<file path="src/rtl/smb_notify_pkg.sv">
package smb_notify_pkg;

  localparam int unsigned REG_BYTE_W = 8;

  // register offsets
  localparam logic [7:0] OFS_STS    = 8'h10;
  localparam logic [7:0] OFS_CMD    = 8'h11;
  localparam logic [7:0] OFS_HADDR  = 8'h14;
  localparam logic [7:0] OFS_HDATA0 = 8'h16;

  // bit positions
  localparam int unsigned STS_FLAG_BIT = 0;
  localparam int unsigned CMD_WKEN_BIT = 1;
  localparam int unsigned CMD_AMSK_BIT = 2;

  typedef struct packed {
    logic alert_mask;
    logic wake_en;
  } cmd_t;

endpackage

</file>
<file path="src/rtl/notify_status.sv">
module notify_status
  import smb_notify_pkg::*;
#(
  parameter int unsigned SRC_W  = 8,
  parameter int unsigned DATA_W = 16
) (
  input  logic              clk,
  input  logic              rst_n,
  input  logic              clr_req,
  input  logic              evt_valid,
  input  logic [SRC_W-1:0]  evt_src,
  input  logic [DATA_W-1:0] evt_data,
  output logic              flag_q,
  output logic [SRC_W-1:0]  src_q,
  output logic [DATA_W-1:0] data_q
);

  logic              accept;
  logic              flag_d;
  logic [SRC_W-1:0]  src_d;
  logic [DATA_W-1:0] data_d;

  // a new event is taken when nothing is pending, or when the pending one
  // is being released in this very cycle
  always_comb begin
    accept = evt_valid & (~flag_q | clr_req);
    flag_d = flag_q;
    src_d  = src_q;
    data_d = data_q;
    if (accept) begin
      flag_d = 1'b1;
      src_d  = evt_src;
      data_d = evt_data;
    end else if (clr_req) begin
      flag_d = 1'b0;
    end
  end

  always_ff @(posedge clk or negedge rst_n) begin
    if (!rst_n) begin
      flag_q <= 1'b0;
    end else begin
      flag_q <= flag_d;
    end
  end

  always_ff @(posedge clk or negedge rst_n) begin
    if (!rst_n) begin
      src_q  <= '0;
      data_q <= '0;
    end else if (accept) begin
      src_q  <= src_d;
      data_q <= data_d;
    end
  end


  // event_sets_flag_chk
  event_sets_flag_chk: assert property (@(posedge clk) disable iff (!rst_n)
    evt_valid |=> flag_q);


  // clear_drops_flag_chk
  clear_drops_flag_chk: assert property (@(posedge clk) disable iff (!rst_n)
    (clr_req && !evt_valid) |=> !flag_q);


  // held_values_frozen_chk
  held_values_frozen_chk: assert property (@(posedge clk) disable iff (!rst_n)
    (flag_q && !clr_req) |=> ($stable(src_q) && $stable(data_q) && flag_q));


  // collision_keeps_new_chk
  collision_keeps_new_chk: assert property (@(posedge clk) disable iff (!rst_n)
    (clr_req && evt_valid) |=> (flag_q && src_q == $past(evt_src)
                                && data_q == $past(evt_data)));

endmodule

</file>
<file path="src/rtl/notify_cmd_reg.sv">
module notify_cmd_reg
  import smb_notify_pkg::*;
(
  input  logic                  clk,
  input  logic                  rst_n,
  input  logic                  wr_en,
  input  logic [REG_BYTE_W-1:0] wr_data,
  output cmd_t                  cmd_q
);

  cmd_t cmd_d;

  always_comb begin
    cmd_d = cmd_q;
    if (wr_en) begin
      cmd_d.wake_en    = wr_data[CMD_WKEN_BIT];
      cmd_d.alert_mask = wr_data[CMD_AMSK_BIT];
    end
  end

  always_ff @(posedge clk or negedge rst_n) begin
    if (!rst_n) begin
      cmd_q <= '0;
    end else if (wr_en) begin
      cmd_q <= cmd_d;
    end
  end


  // cmd_hold_chk
  cmd_hold_chk: assert property (@(posedge clk) disable iff (!rst_n)
    !wr_en |=> $stable(cmd_q));

endmodule

</file>
<file path="src/rtl/notify_event_comb.sv">
module notify_event_comb
  import smb_notify_pkg::*;
(
  input  logic clk,
  input  logic rst_n,
  input  logic flag,
  input  cmd_t cmd,
  input  logic alert_in,
  input  logic other_wake_in,
  output logic irq_o,
  output logic wake_o
);

  logic alert_irq;
  logic notify_wake;

  always_comb begin
    alert_irq   = alert_in & ~cmd.alert_mask;
    notify_wake = flag & cmd.wake_en;
    irq_o       = flag | alert_irq;
    wake_o      = other_wake_in | alert_in | notify_wake;
  end


  // masked_alert_quiet_chk
  masked_alert_quiet_chk: assert property (@(posedge clk) disable iff (!rst_n)
    (cmd.alert_mask && !flag) |-> !irq_o);


  // alert_wakes_despite_mask_chk
  alert_wakes_despite_mask_chk: assert property (@(posedge clk) disable iff (!rst_n)
    alert_in |-> wake_o);

endmodule

</file>
<file path="src/rtl/smb_notify_regs.sv">
module smb_notify_regs
  import smb_notify_pkg::*;
#(
  parameter int unsigned ADDR_W = 8,
  parameter int unsigned SRC_W  = 8,
  parameter int unsigned DATA_W = 16
) (
  input  logic                  clk,
  input  logic                  rst_n,
  input  logic [ADDR_W-1:0]     reg_addr,
  input  logic                  reg_wr,
  input  logic [REG_BYTE_W-1:0] reg_wdata,
  output logic [REG_BYTE_W-1:0] reg_rdata,
  input  logic                  notify_done,
  input  logic [SRC_W-1:0]      notify_addr,
  input  logic [DATA_W-1:0]     notify_data,
  output logic                  notify_nack,
  input  logic                  alert_sts,
  input  logic                  other_wake,
  output logic                  irq,
  output logic                  wake
);

  localparam int unsigned DATA_BYTES = (DATA_W + REG_BYTE_W - 1) / REG_BYTE_W;
  localparam int unsigned DATA_PAD_W = DATA_BYTES * REG_BYTE_W;

  logic              sel_sts;
  logic              sel_cmd;
  logic              clr_req;
  logic              flag_q;
  logic [SRC_W-1:0]  src_q;
  logic [DATA_W-1:0] data_q;
  logic [DATA_PAD_W-1:0] data_pad;
  cmd_t              cmd_q;

  assign sel_sts = (reg_addr == ADDR_W'(OFS_STS));
  assign sel_cmd = (reg_addr == ADDR_W'(OFS_CMD));
  assign clr_req = reg_wr & sel_sts & reg_wdata[STS_FLAG_BIT];

  notify_status #(
    .SRC_W  (SRC_W),
    .DATA_W (DATA_W)
  ) u_status (
    .clk       (clk),
    .rst_n     (rst_n),
    .clr_req   (clr_req),
    .evt_valid (notify_done),
    .evt_src   (notify_addr),
    .evt_data  (notify_data),
    .flag_q    (flag_q),
    .src_q     (src_q),
    .data_q    (data_q)
  );

  notify_cmd_reg u_cmd (
    .clk     (clk),
    .rst_n   (rst_n),
    .wr_en   (reg_wr & sel_cmd),
    .wr_data (reg_wdata),
    .cmd_q   (cmd_q)
  );

  notify_event_comb u_evt (
    .clk           (clk),
    .rst_n         (rst_n),
    .flag          (flag_q),
    .cmd           (cmd_q),
    .alert_in      (alert_sts),
    .other_wake_in (other_wake),
    .irq_o         (irq),
    .wake_o        (wake)
  );

  assign notify_nack = flag_q;

  assign data_pad = DATA_PAD_W'(data_q);

  // read mux; data bytes sit at consecutive offsets from the low byte
  always_comb begin
    reg_rdata = '0;
    if (sel_sts) begin
      reg_rdata[STS_FLAG_BIT] = flag_q;
    end else if (sel_cmd) begin
      reg_rdata[CMD_WKEN_BIT] = cmd_q.wake_en;
      reg_rdata[CMD_AMSK_BIT] = cmd_q.alert_mask;
    end else if (reg_addr == ADDR_W'(OFS_HADDR)) begin
      reg_rdata = REG_BYTE_W'(src_q);
    end else begin
      for (int i = 0; i < DATA_BYTES; i++) begin
        if (reg_addr == ADDR_W'(OFS_HDATA0 + i))
          reg_rdata = data_pad[i*REG_BYTE_W +: REG_BYTE_W];
      end
    end
  end


  // nack_follows_accept_chk
  nack_follows_accept_chk: assert property (@(posedge clk) disable iff (!rst_n)
    (notify_done && !notify_nack) |=> notify_nack);


  // sts_reserved_zero_chk
  sts_reserved_zero_chk: assert property (@(posedge clk) disable iff (!rst_n)
    sel_sts |-> (reg_rdata[7:1] == 7'd0));

endmodule

</file>
<file path="config.mk">
export PLATFORM = sky130hd
export DESIGN_NAME = smb_notify_regs
export DESIGN_NICKNAME = d
export VERILOG_FILES = /design/src/rtl/smb_notify_pkg.sv /design/src/rtl/notify_status.sv /design/src/rtl/notify_cmd_reg.sv /design/src/rtl/notify_event_comb.sv /design/src/rtl/smb_notify_regs.sv
export SDC_FILE = /design/constraint.sdc
export NUM_CORES = 1
export LEC_CHECK = 0
export BUFFER_PORTS_ARGS = -buffer_cell sky130_fd_sc_hd__buf_2
export CAP_MARGIN = 20
export CORE_MARGIN = 2
export CORE_UTILIZATION = 41
export DETAILED_ROUTE_END_ITERATION = 7
export GPL_TIMING_DRIVEN = 0
export SLEW_MARGIN = 20
export SYNTH_ARGS = -nofsm -noshare
export SYNTH_HDL_FRONTEND = slang
export SYNTH_SLANG_ARGS = --single-unit
</file>
<file path="constraint.sdc">
create_clock -name clk -period 1.4 [get_ports clk]
set_input_delay 0 -clock clk [delete_from_list [all_inputs] [get_ports clk]]
set_output_delay 0 -clock clk [all_outputs]
set_load 0.005 [all_outputs]
</file>
==> results.md <==
- Clock transition at path regs: approximately 0.1 ns
- Worst slew pin tran: 0.661 ns
- Via density per instance: between 5 and 6
- Global-route wire length before repair: around 11 mm
- Initial Util: roughly 43%
- Fmax: between 700 and 800 MHz
- Crit path to: reg_rdata[0]
- Die area: around 0.0057 mm²
- Power per Cell Area: between 500 and 600 mW/mm²
- DRC Markers: 0
- Dominant cells by area after synthesis: dfrtp_1 32%, a222oi_1 12%, or4_1 8.7%
- Chip width: roughly 75 µm
- Setup ws final: -0.0133 ns
- Max_slew headroom: around 56%
- DP Area: ~0.0024 mm²
- Violated checks: negative setup slack
- Post-synthesis cell count: 250
- Slowest-stage cell, CP: dfrtp_1
- Routability cong.: 0.831
- Post-synth EDFFs: 0
- Synthesized area: 0.00208 mm²
- Top-count cell post-synth: nand2_1
- Wire per inst: between 15 and 20 µm
- Placed insts: roughly 370
- Post-Layout Cell Count: about 400
- Die Height: 75.3 µm
- Maxcap violations: 0
- # diodes: 0
- Layout area overhead: 38.6%
- Slew Limit Fails: 0
- CP endpoint kind: primary output
- Worst hold stages: 3
- Initial antenna violation count: 0
- Commonest cells post-synth: 28 x nand2_1, 27 x dfrtp_1, 25 x and2_1, 25 x nand3_1
- # nets final: roughly 380
- DRT iter0 DRCs: ~310
- Worst hold margin: approximately 0.0059 ns
- Post-synthesis async set-or-reset flop share: 100%
- Vias: around 2400
- Clock tree root buffer cell: clkbuf_8
- RSZ-0062 raised after global routing: true
- Critical Path, Cell by Cell: mux2_2 -> a221oi_2 -> a211oi_2 -> buf_2
- Row count: 25
- Final hold vios: 0
- Antenna Violating Nets Remaining: 0
- Outcome: finished, violations left
- Post-synthesis net count: 296
- Layout cells sized above 1: a little over a quarter
- Synthesis-stage register bit count: 27
- RR Startpoint: u_status.flag_q$_DFFE_PN0P_
- R2R Setup Slk: 0.05 ns
- Clk_lat worst skew: around 0.28 ns
- CP startpoint kind: flop
- Peak VDD IR: roughly 0.35 mV
- Final min period: 1.41 ns
- Seq/Total Area, Yosys: approximately a third
- Total CTS buffers: 3
- Crit path required time: 1.40 ns
- Tcrit/Tclk final: 101%
- Top FF cell, synth: dfrtp_1
- CTS Sinks: 27
- I/O pin cnt: 57
- CTS tree: built
- Largest net degree at the start of global routing: 28
- Worst R2R Path Depth: 5
- Post-layout instance area: slightly below 0.003 mm²
- Longest Clk Path Bufs: 2
- Crit path DAT: around 1.4 ns
- CP Max Fanout: 3
- Netlist cell types: 34
- H-tree levels: 1
- Worst hold-check path type: in -> reg
- Leak: between 0.001 and 0.0015 µW
- Top cell type's share of synthesized area: approximately a third
- Final HPWL DP: between 4 and 5 mm
- CP Class: reg -> out
- Critical path origin: u_status.data_q[0]$_DFFE_PN0P_
- Vias in the first global route: roughly 2200
- Endpoints failing setup: 1
- GRT Total Usage: between 20% and 30%
- Final WL: 7.19 mm
- Avg Cell Area, Syn: 8.33 µm²
- Core ar.: ~0.0048 mm²
- Final setup TNS: -0.0133 ns
- GRT Residual Overflow: 0
- # port buffers: 50
- Reg2reg end: u_status.data_q[4]$_DFFE_PN0P_
- Largest stage delay, worst path: just over 0.4 ns
- 1st-pass router iterations: 6
- Area leader, netlist: dfrtp_1
- Synth warn: 0
- Setup Skew: between 0.0015 and 0.002 ns
## sequential cells by signal, summed over array words and instances, names as in the netlist
name             flops
u_status.data_q     16
u_status.src_q       8
u_cmd.cmd_q          2
u_status.flag_q      1
## power by group
part / internal (µW) / switching, µW
Sequential: 783 / 3.07
Combinational: 144 / 170
Clock: 205 / 273
Total: 1130 / 447
## critical path: cells and delay by family, from the launching register on
kind            cells  cell delay (ns)
buf+inv             1             0.13
flops               1             0.41
mux                 1             0.28
compound gates      2             0.31
## placed cells by master, fill, tap and decap left out, types with 2 or more instances in the layout
master,instances
mux2i_1,2
mux2_2,5
nand2_1,28
nor2_1,6
a22oi_1,5
a222oi_1,24
inv_1,4
mux2_1,2
buf_6,6
clkbuf_8,6
or4b_4,2
dfrtp_1,27
buf_2,54
and2_1,23
buf_4,6
clkbuf_1,14
dlygate4sd3_1,25
and2_4,2
nand3_1,25
nand3b_1,2
o21a_1,2
or4_1,24
o21ai_0,24
## what timing repair did
item	in CTS	in global routing
gates cloned	1	0
resized for setup	18	12
pin swaps	1	8
setup endpoints to repair	24	30
buffers inserted	3	5
endpoints found under the hold margin	51	0
hold buffers	25	0
## cells by family (layout without fill, tap and decap cells)
family	count (synthesis)	after routing	share of synthesized area [%]
simple gates	119	119	32.5
compound gates	62	62	22.4
buf+inv	32	119	7.33
mux	10	10	5.29
flops	27	27	32.5
## metal layers
metal | GRT usage [%] | up-vias | routed length (µm)
met5 | 0 | - | 0
met4 | 6.63 | 0 | 119
met3 | 3.21 | 10 | 457
met2 | 41.9 | 111 | 3470
met1 | 35.6 | 1126 | 3140
li1 | - | 1147 | -
## metrics by stage
step | power [µW] | utilization, % | setup slack, ns
5_1_grt | 1650 | 59.9 | -0.0730
6_report | 1580 | 59.9 | -0.0133
2_1_floorplan | 920 | - | 0.0616
4_1_cts | 1580 | 58.5 | -0.0129
3_3_place_gp | 1050 | 50.2 | -0.245
3_5_place_dp | 1050 | 50.2 | -0.248
## area by class of cell
type / instances / area [µm²]
fillers: 484 / 1930
multi-input cells: 191 / 1290
flip-flops and latches: 27 / 676
repair buffers: 84 / 582
plain buffers: 27 / 195
well taps: 67 / 83.8
clock buffers: 4 / 45.0
inverters: 4 / 15.0
## worst min-delay path by stage
stage                              start                              to  slack (ns)
after floorplan                    rst_n      u_cmd.cmd_q[0]$_DFFE_PN0P_       -0.30
after global placement             rst_n  u_status.data_q[4]$_DFFE_PN0P_        0.08
after detailed placement           rst_n  u_status.data_q[3]$_DFFE_PN0P_        0.07
after CTS                 notify_addr[0]   u_status.src_q[0]$_DFFE_PN0P_     0.00002
after global routing      notify_addr[0]   u_status.src_q[0]$_DFFE_PN0P_       0.002
final                     notify_addr[0]   u_status.src_q[0]$_DFFE_PN0P_       0.006
(Power assumes the default switching activity.)
